[config.mk]
export PLATFORM = sky130hd
export DESIGN_NAME = fexc_csr
export DESIGN_NICKNAME = d
export VERILOG_FILES = /design/src/rtl/fexc_pkg.sv /design/src/rtl/fexc_cause_gen.sv /design/src/rtl/fexc_trap_eval.sv /design/src/rtl/fexc_ctrl_decode.sv /design/src/rtl/fexc_csr.sv
export SDC_FILE = /design/constraint.sdc
export NUM_CORES = 1
export LEC_CHECK = 0
export BUFFER_PORTS_ARGS = -buffer_cell sky130_fd_sc_hd__buf_4
export CAP_MARGIN = 20
export CORE_MARGIN = 3
export CORE_UTILIZATION = 38
export CTS_CLUSTER_SIZE = 8
export DETAILED_ROUTE_END_ITERATION = 16
export GPL_TIMING_DRIVEN = 0
export PLACE_DENSITY_LB_ADDON = 0.08
export SKIP_LAST_GASP = 1
export SYNTH_ARGS = -nofsm -noshare
export SYNTH_HDL_FRONTEND = slang
export SYNTH_SLANG_ARGS = --single-unit
[constraint.sdc]
create_clock -name clk -period 1.4 [get_ports clk]
set_clock_uncertainty 0.2 [all_clocks]
set_input_delay 0.14 -clock clk [delete_from_list [all_inputs] [get_ports clk]]
set_output_delay 0.14 -clock clk [all_outputs]
set_load 0.02 [all_outputs]
[src/rtl/fexc_pkg.sv]
package fexc_pkg;

    localparam int XW        = 32;
    localparam int NEXC      = 5;
    localparam int RM_W      = 2;
    localparam int RM_LSB    = 0;
    localparam int FLAG_LSB  = RM_LSB + RM_W;
    localparam int EN_LSB    = FLAG_LSB + NEXC;
    localparam int CAUSE_LSB = EN_LSB + NEXC;
    localparam int DN_BIT    = CAUSE_LSB + NEXC + 1;

    localparam logic [RM_W-1:0] RM_TOWARD_ZERO = 2'b01;
    localparam logic [11:0]     FP_TRAP_CODE   = 12'h120;

    typedef struct packed {
        logic v;
        logic z;
        logic o;
        logic u;
        logic i;
    } exc_t;

    typedef struct packed {
        logic            dn;
        exc_t            cause;
        exc_t            en;
        exc_t            flag;
        logic [RM_W-1:0] rm;
    } csr_t;

    function automatic logic [XW-1:0] csr_pack(csr_t c);
        logic [XW-1:0] w;
        w = '0;
        w[RM_LSB    +: RM_W] = c.rm;
        w[FLAG_LSB  +: NEXC] = c.flag;
        w[EN_LSB    +: NEXC] = c.en;
        w[CAUSE_LSB +: NEXC] = c.cause;
        w[DN_BIT]            = c.dn;
        return w;
    endfunction

    function automatic csr_t csr_unpack(logic [XW-1:0] w);
        csr_t c;
        c.rm    = w[RM_LSB    +: RM_W];
        c.flag  = w[FLAG_LSB  +: NEXC];
        c.en    = w[EN_LSB    +: NEXC];
        c.cause = w[CAUSE_LSB +: NEXC];
        c.dn    = w[DN_BIT];
        return c;
    endfunction

    localparam logic [XW-1:0] IMPL_MASK = csr_pack('1);

endpackage

[src/rtl/fexc_cause_gen.sv]
module fexc_cause_gen
    import fexc_pkg::*;
(
    input  exc_t raw_exc,
    input  logic approx,
    output exc_t eff_exc
);
    logic none_reported;

    always_comb begin
        none_reported = (raw_exc == '0);
        eff_exc       = raw_exc;
        if (approx && none_reported) begin
            eff_exc   = '0;
            eff_exc.i = 1'b1;
        end
    end
endmodule

[src/rtl/fexc_trap_eval.sv]
module fexc_trap_eval #(
    parameter int N = 5
) (
    input  logic [N-1:0] cause,
    input  logic [N-1:0] enable,
    output logic         hit
);
    logic [N-1:0] per_bit;

    for (genvar k = 0; k < N; k++) begin : g_and
        assign per_bit[k] = cause[k] & enable[k];
    end

    assign hit = |per_bit;
endmodule

[src/rtl/fexc_ctrl_decode.sv]
module fexc_ctrl_decode
    import fexc_pkg::*;
(
    input  logic [RM_W-1:0] rm,
    input  logic            dn,
    output logic            rz_sel,
    output logic            flush_sel
);
    always_comb begin
        rz_sel    = (rm == RM_TOWARD_ZERO);
        flush_sel = dn;
    end
endmodule

[src/rtl/fexc_csr.sv]
module fexc_csr
    import fexc_pkg::*;
(
    input  logic          clk,
    input  logic          rst,
    input  logic          op_valid,
    input  logic [4:0]    op_exc,
    input  logic          op_approx,
    input  logic          sw_we,
    input  logic [31:0]   sw_wdata,
    output logic [31:0]   rd_data,
    output logic          rz_sel,
    output logic          flush_sel,
    output logic          trap_req,
    output logic [11:0]   trap_code
);
    csr_t csr_q, csr_d;
    exc_t eff_exc;
    logic trap_hit;
    logic trap_q, trap_d;

    fexc_cause_gen u_cause (
        .raw_exc (exc_t'(op_exc)),
        .approx  (op_approx),
        .eff_exc (eff_exc)
    );

    fexc_trap_eval #(.N(NEXC)) u_trap (
        .cause  (eff_exc),
        .enable (csr_q.en),
        .hit    (trap_hit)
    );

    fexc_ctrl_decode u_dec (
        .rm        (csr_q.rm),
        .dn        (csr_q.dn),
        .rz_sel    (rz_sel),
        .flush_sel (flush_sel)
    );

    always_comb begin
        csr_d  = csr_q;
        trap_d = 1'b0;
        if (sw_we) begin
            csr_d = csr_unpack(sw_wdata & IMPL_MASK);
        end else if (op_valid) begin
            csr_d.cause = eff_exc;
            csr_d.flag  = csr_q.flag | eff_exc;
            trap_d      = trap_hit;
        end
    end

    always_ff @(posedge clk) begin
        if (rst) begin
            csr_q  <= '0;
            trap_q <= 1'b0;
        end else begin
            csr_q  <= csr_d;
            trap_q <= trap_d;
        end
    end

    assign rd_data   = csr_pack(csr_q);
    assign trap_req  = trap_q;
    assign trap_code = trap_q ? FP_TRAP_CODE : 12'h000;
endmodule

==> results by group <==
Status
  – Status: finished, violations left
  – Failing checks: hold timing

Detailed routing
  – Initial DRT Pass Iterations: 4
  – DRC: 0
  – Routed Wire Length: 2.64 mm
  – DRT iter0 DRCs: 11
  – Post-route ant nets: 0
  – Routed wire length per instance: 11.2 µm
  – Total number of vias: 997
  – DR vias/cell: 4.22

Synthesis
  – Post-synth top area cell: dfxtp_1
  – Post-Synth Simple-Gate Area: 14.1%
  – Synth area leaders: dfxtp_1 (36%), buf_4 (21%), mux2i_1 (12%)
  – Synth Register Bits: 19
  – Top_reg_cell synth: dfxtp_1
  – XOR/XNOR Fraction of Synth Area: 0%
  – Post-synthesis cell area: 1050 µm²
  – Sequential element share of the synthesized area: 36.4%
  – Gate Count Post-Synth: 110
  – Synthesis Warnings: 0
  – Largest family of logic cells by synthesized area: buffers and inverters
  – Post-synth EDFFs: 0
  – Synth Area in Compound Gates: 8.85%
  – Unique masters post-synth: 25
  – Avg Cell Area, Syn: 9.51 µm²
  – Portion of netlist area occupied by mux cells: 16.7%
  – Async set-reset flop share out of synthesis: 0%
  – Fraction of the mapped netlist area in adder cells: 0%
  – Share of the synthesized area in the top cell type: 36.4%

GRT
  – Largest net degree at the start of global routing: 11
  – First-pass GRT wire length: 4.31 mm
  – GRT Overall Usage: 16.4%
  – Global route overflow: 0
  – Vias in the first global route: 967
  – Antenna violations before repair: 0

Worst setup path
  – R2R setup slack: 0.27 ns
  – CP Max Fanout: 4
  – Crit path kind: in -> reg
  – Crit-path cells: dlygate4sd3_1 > buf_4 > a22o_2 > o21ai_0 > o21ai_1
  – Startpoint types: input pin
  – R2R depth: 3
  – Crit-path max cell delay: 0.55 ns
  – Worst Setup End Kind: register
  – Slowest cell on the critical path: dlygate4sd3_1
  – Worst r2r src: rd_data[10]$_SDFFE_PP0P_
  – Crit path DAT: 1.30 ns
  – RR Endpoint: trap_req$_SDFF_PP0_
  – Worst path required time: 1.38 ns

CTS
  – Clock Latency Late Sink: 0.29 ns
  – CTS tree: yes
  – Clock sinks: 19
  – Clk Tree Root Cell: clkbuf_4
  – CTS max path bufs: 2
  – CTS Buf Count: 3
  – Worst-path clk slew: 0.10 ns
  – H-tree depth: 1

Die
  – Die X: 58.5 µm
  – Cell Rows: 18
  – Starting Density: 41.1%
  – IO Count: 89
  – Die height: 58.5 µm
  – Core Area: 2540 µm²
  – Die area: 3420 µm²

Cells and area
  – Diodes inserted: 0
  – Util after Layout: 69.5%
  – Fillers: 223
  – Multi-input logic area: 505 µm²
  – Commonest non-fill, non-tap cells in the layout: buf_4 (77), conb_1 (24), dlygate4sd3_1 (21)
  – Storage element area: 380 µm²
  – Commonest non-fill, non-tap cell in the layout: buf_4
  – Post-layout nets: 249
  – Area Growth Syn to Fin: 69.0%
  – Layout cell share with drive strength beyond 1: 44.7%

Placed design
  – Port Buffers: 48
  – DP HPWL: 1.90 mm
  – Gp weighted congestion: 0.699
  – Pre-CTS setup slack: 0.170 ns

Job
  – Max cap viols: 0

STA
  – Final worst slack: 0.0873 ns
  – Fmax: 762 MHz
  – Post-route setup TNS: 0 ns
  – WHS: -0.00529 ns
  – Final setup viols: 0
  – Period minus WS final: 1.31 ns
  – Final hold violations: 1
  – RSZ-0062 raised after global routing: no
  – Tcrit/Tclk final: 93.8%
  – Final Max Slew Viols: 0

Power and ir drop
  – Pwr Density: 754 nW/µm²
  – Maximum vdd drop: 0.645 mV
  – Power Total: 0.00133 W
  – Leak: 0.920 nW

Min path
  – Hold EP: rd_data[12]$_SDFFE_PP0P_
  – Worst hold stages: 4
  – Hold WC Path Type: in -> reg
  – Hold path start: op_exc[1]
-- power by group --
| group | leakage (nW) | switching, W | internal [W] | total, W |
|---|---|---|---|---|
| sequential | 0.157 | 0.0000238 | 0.000577 | 0.000601 |
| clock | 0.0150 | 0.000158 | 0.000111 | 0.000269 |
| combinational | 0.747 | 0.000221 | 0.000243 | 0.000463 |
| total | 0.920 | 0.000402 | 0.000931 | 0.00133 |
-- synthesized netlist by cell type, drive strengths merged (2+ instances only) --
cell type / n
nand2: 2
a22o: 2
mux2i: 13
nor2: 13
nor2b: 5
dfxtp: 19
o21ai: 2
a211oi: 4
mux2: 4
nor3: 4
buf: 32
-- routing by layer --
metal	routed length (µm)	global-route usage, %	up-vias
li1	-	-	512
met1	1050	19.2	435
met2	1340	29.0	48
met3	239	5.48	2
met4	7	2.98	0
met5	0	0	-
-- registers in the layout, summed over array words and instances, names as in the netlist --
register and cells:
trap_req 1, rd_data 18
-- logic make-up after synthesis --
logic type | count (synthesis)
AO/OA/AOI/OAI | 12
buffers and inverters | 34
flip-flops | 19
multiplexers | 17
other | 1
AND/OR/NAND/NOR | 27
-- per-stage QoR --
step,area (µm²),instances
6_report,1770,236
5_1_grt,1770,236
4_1_cts,1770,236
3_5_place_dp,1530,211
3_3_place_gp,1530,211
2_1_floorplan,1130,133
-- critical path, delay by kind of cell --
kind	cells	cell delay (ns)
buffers and inverters	2	0.71
AO/OA/AOI/OAI	3	0.45
-- timing repair --
item | CTS | global route
hold buffers | 21 | 0
resized for setup | 0 | 2
buffers inserted | 0 | 0
endpoints found under the hold margin | 19 | 0
endpoints found under the setup margin | 0 | 10
-- worst max path at each step --
stage                       startpoint  slack (ns)                  endpoint  cells past startpoint
2_1_floorplan  rd_data[0]$_SDFFE_PP0P_        0.26                    rz_sel                      1
3_3_place_gp                  op_valid        0.20  rd_data[16]$_SDFFE_PP0P_                      5
3_5_place_dp                  op_valid        0.17  rd_data[16]$_SDFFE_PP0P_                      5
4_1_cts                            rst        0.03   rd_data[1]$_SDFFE_PP0P_                      4
5_1_grt        rd_data[0]$_SDFFE_PP0P_        0.01                    rz_sel                      2
6_report                     op_exc[4]        0.09       trap_req$_SDFF_PP0_                      5
-- area by class of cell --
class | count | share of cell area (%)
buffer | 33 | 13.8
inverter | 1 | 0.212
sequential | 19 | 21.5
timing repair buffer | 69 | 32.3
multi-input combinational | 80 | 28.6
tap | 30 | 2.12
clock buffer | 4 | 1.49
No activity file was read; power rests on OpenSTA's default activity.
